==> config.mk <==
export PLATFORM = sky130hd
export DESIGN_NAME = fp_ctl_csr
export DESIGN_NICKNAME = d
export VERILOG_FILES = /design/src/rtl/fcsr_pkg.sv /design/src/rtl/fcsr_store.sv /design/src/rtl/fcsr_rm_resolve.sv /design/src/rtl/fp_ctl_csr.sv
export SDC_FILE = /design/constraint.sdc
export NUM_CORES = 1
export LEC_CHECK = 0
export ABC_AREA = 0
export BUFFER_PORTS_ARGS = -buffer_cell sky130_fd_sc_hd__buf_2
export CORE_ASPECT_RATIO = 0.8
export CORE_MARGIN = 3
export CORE_UTILIZATION = 33
export CTS_CLUSTER_DIAMETER = 150
export DETAILED_ROUTE_END_ITERATION = 6
export PLACE_DENSITY = 0.85
export SLEW_MARGIN = 0
export SYNTH_ARGS = -nofsm -noshare
export SYNTH_HDL_FRONTEND = slang
export SYNTH_SLANG_ARGS = --single-unit
==> constraint.sdc <==
create_clock -name clk -period 1 [get_ports clk]
set_input_delay 0.15 -clock clk [delete_from_list [all_inputs] [get_ports clk]]
set_output_delay 0.15 -clock clk [all_outputs]
set_load 0.005 [all_outputs]
==> src/rtl/fcsr_pkg.sv <==
package fcsr_pkg;

    localparam int RM_W = 3;
    localparam int FL_W = 5;
    localparam int FULL_W = RM_W + FL_W;

    typedef enum logic [1:0] {
        VIEW_FULL  = 2'd0,
        VIEW_RM    = 2'd1,
        VIEW_FLAGS = 2'd2,
        VIEW_NONE  = 2'd3
    } csr_view_e;

    typedef struct packed {
        logic [RM_W-1:0] frm;
        logic [FL_W-1:0] flags;
    } csr_state_t;

    localparam logic [RM_W-1:0] RM_DYNAMIC = 3'b111;

    function automatic logic rm_static_reserved(input logic [RM_W-1:0] code);
        return (code == 3'b101) || (code == 3'b110);
    endfunction

    function automatic logic rm_dyn_reserved(input logic [RM_W-1:0] code);
        return code >= 3'b101;
    endfunction

endpackage

==> src/rtl/fcsr_store.sv <==
module fcsr_store
    import fcsr_pkg::*;
#(
    parameter int XLEN = 32
) (
    input  logic            clk,
    input  logic            rst,
    input  logic            acc_valid,
    input  csr_view_e       acc_view,
    input  logic            acc_swap,
    input  logic [XLEN-1:0] acc_wdata,
    input  logic [FL_W-1:0] flag_in,
    output logic [XLEN-1:0] acc_rdata,
    output csr_state_t      state
);

    csr_state_t state_q;
    logic       wr_rm;
    logic       wr_fl;
    logic [RM_W-1:0] new_rm;

    assign wr_rm = acc_valid && acc_swap &&
                   (acc_view == VIEW_FULL || acc_view == VIEW_RM);
    assign wr_fl = acc_valid && acc_swap &&
                   (acc_view == VIEW_FULL || acc_view == VIEW_FLAGS);
    assign new_rm = (acc_view == VIEW_FULL) ? acc_wdata[FL_W +: RM_W]
                                            : acc_wdata[RM_W-1:0];

    always_comb begin
        acc_rdata = '0;
        if (acc_valid) begin
            unique case (acc_view)
                VIEW_FULL:  acc_rdata = XLEN'(state_q);
                VIEW_RM:    acc_rdata = XLEN'(state_q.frm);
                VIEW_FLAGS: acc_rdata = XLEN'(state_q.flags);
                default:    acc_rdata = '0;
            endcase
        end
    end

    always_ff @(posedge clk) begin
        if (rst) begin
            state_q <= '0;
        end else begin
            if (wr_rm) state_q.frm <= new_rm;
            if (wr_fl) state_q.flags <= acc_wdata[FL_W-1:0];
            else       state_q.flags <= state_q.flags | flag_in;
        end
    end

    assign state = state_q;

endmodule

==> src/rtl/fcsr_rm_resolve.sv <==
module fcsr_rm_resolve
    import fcsr_pkg::*;
(
    input  logic [RM_W-1:0] insn_rm,
    input  logic [RM_W-1:0] dyn_rm,
    output logic [RM_W-1:0] eff_rm,
    output logic            rm_illegal
);

    logic use_dyn;

    assign use_dyn = (insn_rm == RM_DYNAMIC);

    always_comb begin
        if (use_dyn) begin
            eff_rm     = dyn_rm;
            rm_illegal = rm_dyn_reserved(dyn_rm);
        end else begin
            eff_rm     = insn_rm;
            rm_illegal = rm_static_reserved(insn_rm);
        end
    end

endmodule

==> src/rtl/fp_ctl_csr.sv <==
module fp_ctl_csr
    import fcsr_pkg::*;
#(
    parameter int XLEN = 32
) (
    input  logic            clk,
    input  logic            rst,
    input  logic            acc_valid,
    input  logic [1:0]      acc_view,
    input  logic            acc_swap,
    input  logic [XLEN-1:0] acc_wdata,
    output logic [XLEN-1:0] acc_rdata,
    input  logic [4:0]      flag_in,
    input  logic [2:0]      insn_rm,
    output logic [2:0]      eff_rm,
    output logic            rm_illegal
);

    csr_state_t cur_state;

    fcsr_store #(.XLEN(XLEN)) u_store (
        .clk       (clk),
        .rst       (rst),
        .acc_valid (acc_valid),
        .acc_view  (csr_view_e'(acc_view)),
        .acc_swap  (acc_swap),
        .acc_wdata (acc_wdata),
        .flag_in   (flag_in),
        .acc_rdata (acc_rdata),
        .state     (cur_state)
    );

    fcsr_rm_resolve u_resolve (
        .insn_rm    (insn_rm),
        .dyn_rm     (cur_state.frm),
        .eff_rm     (eff_rm),
        .rm_illegal (rm_illegal)
    );

endmodule

=== Word-level counts from Yosys, hierarchy flattened ===
Index checks and enable logic that the tools add are counted.

* Flip-flop bits (word level): 8
* Input port bits: 46
* Output and inout port bits: 36
* Logic and storage cells: 22

* $lt $le $gt $ge: 1
* Equal/unequal tests: 5
* Muxes and demuxes: 6
* Bitwise gates (word level): 1
* Reduce and logical (&&, ||, !) cells: 7

{| class="wikitable"
|+ Operator list
! operator !! count
|-
| 32-bit two-way mux || 1
|-
| 8-bit case mux with 3 select lines || 1
|-
| 3-bit == test, second input constant || 3
|-
| 3-bit two-way mux || 2
|-
| 5-bit two-way mux || 1
|-
| 5-bit OR || 1
|-
| 3-bit greater-or-equal comparator, second input constant || 1
|-
| 1-bit logical AND || 3
|-
| 1-bit logical OR || 3
|-
| 2-bit by 1-bit == test with 1-bit output, second input constant || 1
|-
| 2-bit == test, second input constant || 1
|-
| 2-bit logical NOT || 1
|-
| 1-bit two-way mux || 1
|}

=== Longest topological paths before layout ===
Gate-level depths: netlist (run 1).

* Word-level depth: 4
* Mapped depth: 4
* Gate-level depth less buffers: 3

=== Cells and area by module ===
Synthesis (run 1) repeated with hierarchy kept, for this count alone.

* Cells, all modules: 87
* Area, all modules: 723.2 µm²

{| class="wikitable"
|+ Modules (own cells, without submodules)
! module !! times used !! cells an instance !! area each (µm²) !! sequential area each (µm²)
|-
| fcsr_store || 1 || 77 || 670.6 || 160.2
|-
| fcsr_rm_resolve || 1 || 10 || 52.6 || 0.0
|}

=== Worst setup path after synthesis (run 1) ===
OpenSTA, ideal clock, no wires.

* Kind: register -> output
* Start point: register u_store.state_q, in the netlist u_store.state[7]
* End point: output rm_illegal
* Arrival time: 0.722 ns
* Data required time: 0.850 ns
* Slack: 0.128 ns
* Cell stages (with the launch flop): 3
* Path buffers: 0
* Cell sequence: dfxtp_1 -> o21a_1 -> nor3b_1

* Longest elaborated chain between the ends: 2

{| class="wikitable"
|+ RTL lines
! item !! line !! text
|-
| start: declaration || fcsr_store.sv:17 || <nowiki>csr_state_t state_q;</nowiki>
|-
| 3-bit greater-or-equal comparator || fcsr_pkg.sv:26 || <nowiki>return code >= 3'b101;</nowiki>
|-
| 1-bit two-way mux || fcsr_rm_resolve.sv:15 || <nowiki>if (use_dyn) begin</nowiki>
|-
| end: declaration || fp_ctl_csr.sv:16 || <nowiki>output logic rm_illegal</nowiki>
|}

No other way between the ends.

=== Worst setup path after layout (run 1) ===
Same ends and word-level chain as after synthesis.

==> results.rst, run 1 <==
.. list-table::
   :header-rows: 1

   * - Metric
     - Value
   * - Number of setup violations in the final report
     - 12
   * - Portion of synthesized cell area occupied by the leading cell type
     - approximately a quarter
   * - Post-synthesis instance area
     - approximately 720 sq um
   * - Hold-fix buffers at CTS
     - 0
   * - Share of async-settable or async-resettable flops after synthesis
     - 0%
   * - GR Overflow Total
     - 0
   * - Layout cell share with drive strength beyond 1
     - 48.8%
   * - Final critical delay including setup and external delays
     - 1180 ps
   * - Routability congestion estimate
     - 0.786
   * - Largest net degree at the start of global routing
     - 14
   * - Max capacitance violation total
     - 0
   * - Arrival time worst endpoint
     - roughly 1000 ps
   * - Width of the chip
     - between 50 and 60 microns
   * - Clock sink count
     - 8
   * - Synth Warn #
     - 0
   * - First-pass GRT wire length
     - ~2.5 mm
   * - Pre-CTS setup slack
     - -52.8 ps
   * - Outcome
     - finished with violations
   * - CP Data Required Time
     - roughly 850 ps
   * - Critical path fanouts, max
     - 3
   * - Post-detailed-route via-to-cell ratio
     - about 4.5
   * - Post-detailed-placement half-perimeter wirelength
     - between 1 and 1.5 mm
   * - CTS root buffer
     - sky130_fd_sc_hd__clkbuf_4
   * - Max IR drop VDD
     - ~0.54 mV
   * - Post-DR wirelength/cell
     - between 10 and 15 microns
   * - Worst hold slack across all endpoints
     - approximately 170 ps
   * - Initial antenna violation count
     - 0
   * - Hold Crit Class
     - in2reg
   * - Share of power burned in combinational logic
     - 26.6%
   * - TritonRoute pass-1 iters
     - 4
   * - Sequential cell area
     - between 150 and 200 sq um
   * - Overall global routing resource usage
     - 12.6%
   * - Setup repair after global routing missed its margin
     - true
   * - Total area of multi-input combinational cells
     - between 400 and 500 sq um
   * - DRC violation count after routing
     - 0
   * - Die area
     - around 2800 sq um
   * - Final Cycle Share
     - 118%
   * - Capturing element type of the critical path
     - output port
   * - Clock network power share
     - 30.5%
   * - Part of the Yosys area used for sequential elements
     - 22.1%
   * - Leading cell types in the layout, fill and taps excluded
     - 31 x sky130_fd_sc_hd__buf_2, 24 x sky130_fd_sc_hd__conb_1, 11 x sky130_fd_sc_hd__nor2_1, 5 x sky130_fd_sc_hd__a211oi_1, 4 x sky130_fd_sc_hd__buf_4
   * - Leading cell type in the layout, fill and taps excluded
     - sky130_fd_sc_hd__buf_2
   * - Non-filler cells in the finished layout
     - about 150
   * - Post-CTS clock slew at the launch and capture registers of the worst setup and hold paths
     - 60 ps
   * - Upper clock frequency limit
     - 849 MHz
   * - Internal portion of total power
     - 0.586 mW
   * - H-tree level count
     - 1
   * - Worst setup path class
     - reg2out
   * - Clock Tree Buf Depth
     - 2
   * - Flip-flop count of the largest register after layout
     - 8
   * - Top_reg_cell synth
     - sky130_fd_sc_hd__dfxtp_1
   * - Switching portion of total power
     - just over 30%
   * - Placed standard-cell area
     - roughly 800 sq um
   * - Number of placement rows
     - 14
   * - Total Routed Length
     - 1.74 mm
   * - Flip-flop and latch count after synthesis
     - 8
   * - Count of placed standard cells including taps
     - around 140
   * - Final Worst Setup Slack
     - -177 ps
   * - Clk_lat worst skew
     - 260 ps
   * - Boundary Pins
     - 82
   * - Count of distinct cell types in the synthesized netlist
     - 25
   * - Final core utilization
     - a little under half
   * - Final count of pins violating max slew
     - 0
   * - Net switching power figure
     - about 0.25 mW
   * - Largest cells by area after synthesis
     - sky130_fd_sc_hd__buf_4 25%, sky130_fd_sc_hd__dfxtp_1 22%, sky130_fd_sc_hd__nor2_1 5.7%, sky130_fd_sc_hd__a211oi_1 5.2%, sky130_fd_sc_hd__a211oi_2 5.2%
   * - Detailed-route via count
     - between 600 and 700
   * - Violations in the final reports
     - setup timing
   * - Largest area contributor in the netlist
     - sky130_fd_sc_hd__buf_4
   * - # fillers
     - 208
   * - Number of diodes added for antenna fixing
     - 0
   * - Synthesis-to-finish area growth
     - 23.3%
   * - Final Net Count
     - ~170
   * - Via count of the first global-routing pass
     - ~560
   * - Areal power density over the cells
     - between 900 and 1000 nW/um^2
   * - Final Hold Viols
     - 0
   * - Final Skew
     - 0 ps
   * - CTS tree
     - yes
   * - Synthesized instance count
     - 87
   * - Number of enable flip-flop cells after synthesis
     - 0
   * - # port buffers
     - 33
   * - Sequential Power Share
     - a little over two fifths
   * - Inserted Clock Buffers
     - 3
   * - Startpoint Class
     - flop
   * - Mean instance size in the synthesized netlist
     - 8.33 sq um
   * - Drt initial violations
     - 6
   * - Std-Cell Core Area
     - a little under 2000 sq um
   * - Remaining antenna violation count
     - 0
   * - DIE HEIGHT
     - 47.9 microns
   * - Static Leak
     - 0.469 nW
   * - Effective utilization at floorplan
     - between 30% and 40%
   * - Final Instance Area
     - around 890 sq um
metal layers:
layer / wire length (microns) / track usage (%)
met4: 19 / 4.17
met2: 876 / 23.4
met5: 0 / 0
met3: 203 / 6.47
met1: 636 / 12.5
critical path, cell delays in order, from the launching register on:
cell,delay [ps]
sky130_fd_sc_hd__dfxtp_2,330
sky130_fd_sc_hd__o21a_1,170
sky130_fd_sc_hd__nor3b_2,150
sky130_fd_sc_hd__buf_2,120
synthesized netlist by cell type, types with 2 or more instances:
master	count
sky130_fd_sc_hd__a211oi_1	5
sky130_fd_sc_hd__a211oi_2	3
sky130_fd_sc_hd__a21boi_0	3
sky130_fd_sc_hd__and2_1	3
sky130_fd_sc_hd__and3b_2	2
sky130_fd_sc_hd__buf_4	24
sky130_fd_sc_hd__dfxtp_1	8
sky130_fd_sc_hd__inv_1	3
sky130_fd_sc_hd__mux2i_1	3
sky130_fd_sc_hd__nand2b_1	3
sky130_fd_sc_hd__nand3b_1	3
sky130_fd_sc_hd__nor2_1	11
sky130_fd_sc_hd__nor2_2	3
sky130_fd_sc_hd__nor3b_1	2
power groups by stage:
stage               Clock (mW)  Sequential [mW]  Combinational, mW
global placement             0            0.365              0.192
detailed placement           0            0.366              0.199
floorplan                    0            0.361              0.192
global route             0.289            0.364              0.250
finish                   0.256            0.360              0.223
CTS                      0.266            0.358              0.218
cell type report:
| type | instances | area share, % |
|---|---|---|
| well taps | 24 | 3.36 |
| repair buffers | 37 | 23.2 |
| clock buffers | 3 | 2.52 |
| inverters | 3 | 1.26 |
| multi-input cells | 72 | 50.4 |
| flip-flops and latches | 8 | 19.2 |
per-stage QoR:
| stage | power [mW] | TNS [ps] |
|---|---|---|
| after global routing | 0.903 | -1590 |
| final | 0.840 | -991 |
| after global placement | 0.557 | 0 |
| after CTS | 0.841 | -1020 |
| after floorplan | 0.552 | 0 |
| after detailed placement | 0.566 | -251 |
kinds of logic after synthesis:
kind of cell	after synthesis	synth area share, %
AND/OR/NAND/NOR	31	25.4
multiplexers	3	4.15
flip-flops	8	22.1
other	1	0.518
AO/OA/AOI/OAI	14	16.6
buffers and inverters	30	31.3
worst paths after layout:
kind                    start                to  slack, ps  cells past startpoint
max          u_store.state[7]        rm_illegal       -180                      3
min                       rst  u_store.state[6]        170                      2
max reg2reg  u_store.state[5]  u_store.state[5]        210                      3
min reg2reg  u_store.state[2]  u_store.state[2]        510                      2
repair_timing:
action | CTS | global route
gates resized for setup | 16 | 3
pin swaps | 6 | 0
endpoints found under the hold margin | 0 | 0
buffers inserted | 3 | 0
endpoints found under the setup margin | 12 | 12
Power figures use the tool's default switching activity.
==> run 2, diff against run 1 <==
CORE_UTILIZATION = 30   (was 33)
PLACE_DENSITY = 0.79   (was 0.85)
RECOVER_POWER = 100   (was default)
==> results.rst, run 2 (synthesis results as in run 1) <==
.. list-table::
   :header-rows: 1

   * - Metric
     - Value
   * - Remaining antenna violation count
     - 0
   * - Final core utilization
     - between 40% and 50%
   * - Final Skew
     - 0 ps
   * - Synthesis-to-finish area growth
     - 24.9%
   * - Worst r2r dst
     - u_store.state[6]
   * - Violations in the final reports
     - setup timing
   * - H-tree level count
     - 1
   * - DRC violation count after routing
     - 0
   * - CTS tree
     - yes
   * - Number of placement rows
     - 15
   * - Die area
     - roughly 3000 sq um
   * - Routability congestion estimate
     - 0.731
   * - End point of the worst hold path
     - u_store.state[4]
   * - Capturing element type of the critical path
     - output port
   * - Post-CTS clock slew at the launch and capture registers of the worst setup and hold paths
     - roughly 60 ps
   * - Flip-flop count of the largest register after layout
     - 8
   * - Pre-CTS setup slack
     - -39.4 ps
   * - Startpoint of the most critical register-to-register path
     - u_store.state[6]
   * - Number of diodes added for antenna fixing
     - 0
   * - CP Data Required Time
     - roughly 850 ps
   * - Effective utilization at floorplan
     - between 30% and 40%
   * - Boundary Pins
     - between 80 and 90
   * - Total Routed Length
     - about 1.8 mm
   * - Startpoint Class
     - flop
   * - Hold Crit Class
     - in2reg
   * - Setup repair after global routing missed its margin
     - true
   * - Final Net Count
     - approximately 180
   * - Detailed-route via count
     - 649
   * - Leading cell type in the layout, fill and taps excluded
     - sky130_fd_sc_hd__buf_2
   * - GR Overflow Total
     - 0
   * - Final Hold Viols
     - 0
   * - Number of setup violations in the final report
     - 11
   * - R2R depth
     - 3
   * - Clock sink count
     - 8
   * - Post-DR wirelength/cell
     - 11.5 microns
   * - Std-Cell Core Area
     - 2210 sq um
   * - Outcome
     - finished with violations
   * - Worst setup path class
     - reg2out
   * - Worst hold slack across all endpoints
     - 177 ps
   * - Drt initial violations
     - 7
   * - Critical path fanouts, max
     - 4
   * - Leading cell types in the layout, fill and taps excluded
     - 30 x sky130_fd_sc_hd__buf_2, 24 x sky130_fd_sc_hd__conb_1, 11 x sky130_fd_sc_hd__nor2_1, 8 x sky130_fd_sc_hd__a211oi_1, 8 x sky130_fd_sc_hd__buf_4
   * - Final Cycle Share
     - 121%
   * - CTS root buffer
     - sky130_fd_sc_hd__clkbuf_4
   * - Inserted Clock Buffers
     - 3
   * - TritonRoute pass-1 iters
     - 4
   * - Static Leak
     - 0.485 nW
   * - Max IR drop VDD
     - ~0.65 mV
   * - Placed standard-cell area
     - approximately 820 sq um
   * - Hold path startpoint
     - rst
   * - # port buffers
     - 33
   * - Final count of pins violating max slew
     - 0
   * - Max capacitance violation total
     - 0
   * - Initial antenna violation count
     - 0
   * - Clk_lat worst skew
     - 250 ps
   * - Final Instance Area
     - a little over 900 sq um
   * - First-pass GRT wire length
     - approximately 2.4 mm
   * - Clock Tree Buf Depth
     - 2
   * - Flop-to-flop setup slack
     - about 170 ps
   * - Overall global routing resource usage
     - between 10% and 20%
   * - DIE HEIGHT
     - about 50 microns
   * - Via count of the first global-routing pass
     - between 500 and 600
   * - Width of the chip
     - 60.9 microns
   * - Upper clock frequency limit
     - slightly above 800 MHz
   * - Largest net degree at the start of global routing
     - 14
   * - Post-detailed-placement half-perimeter wirelength
     - roughly 1.4 mm
   * - Number of instances on the worst hold path
     - 2
   * - Arrival time worst endpoint
     - approximately 1100 ps
   * - Areal power density over the cells
     - a little over 900 nW/um^2
   * - Final Worst Setup Slack
     - -206 ps
   * - Layout cell share with drive strength beyond 1
     - 44.9%
   * - Post-detailed-route via-to-cell ratio
     - ~4.3
   * - Final critical delay including setup and external delays
     - between 1000 and 1500 ps
==> run 2: changes by cell type in the layout (fill, tap and decap cells not counted), sizes merged <==
cell,previous run,this run
clkbuf,3,4
buf,37,40
==> run 2: worst max-delay path, cell delays in order (launching register included) <==
cell and delay, ps:
sky130_fd_sc_hd__dfxtp_4 350, sky130_fd_sc_hd__o21a_1 180, sky130_fd_sc_hd__nor3b_2 150, sky130_fd_sc_hd__buf_2 130
==> run 2: per-layer routing <==
layer / global-route usage [%] / part of all wire (%)
met4: 2.17 / 0
met2: 18.5 / 48
met1: 12.2 / 41
met3: 5.50 / 10
met5: 0 / 0
==> run 2: what timing repair did <==
action | CTS | global route
setup endpoints to repair | 12 | 12
hold buffers | 0 | 0
setup buffers | 2 | 2
resized for setup | 11 | 8
pin swaps | 6 | 1
==> run 2: final cells by class <==
cell class	count	area [sq um]
clock buffer	3	22.5
fill	244	1310
multi-input combinational	72	427
inverter	3	11.3
timing repair buffer	41	240
tap	25	31.3
sequential	8	173
==> run 2: worst max-delay path by stage <==
stage | startpoint | end | depth (start not counted)
final | u_store.state[7] | rm_illegal | 3
after detailed placement | acc_view[0] | u_store.state[0] | 3
after global routing | u_store.state[7] | rm_illegal | 3
after floorplan | u_store.state[7] | rm_illegal | 2
after CTS | u_store.state[7] | rm_illegal | 3
after global placement | acc_view[0] | u_store.state[3] | 4
==> run 2: report_power, final <==
part	internal, mW	switching [mW]	total (mW)
Combinational	0.115	0.115	0.229
Sequential	0.339	0.0156	0.355
Clock	0.137	0.111	0.249
Total	0.592	0.242	0.833
==> run 2: per-stage QoR <==
stage	TNS [ps]	total power [mW]	instances
after global routing	-1350	0.887	152
after detailed placement	-135	0.575	145
after floorplan	0	0.552	110
after global placement	-1.44	0.567	145
final	-823	0.833	152
after CTS	-798	0.839	150
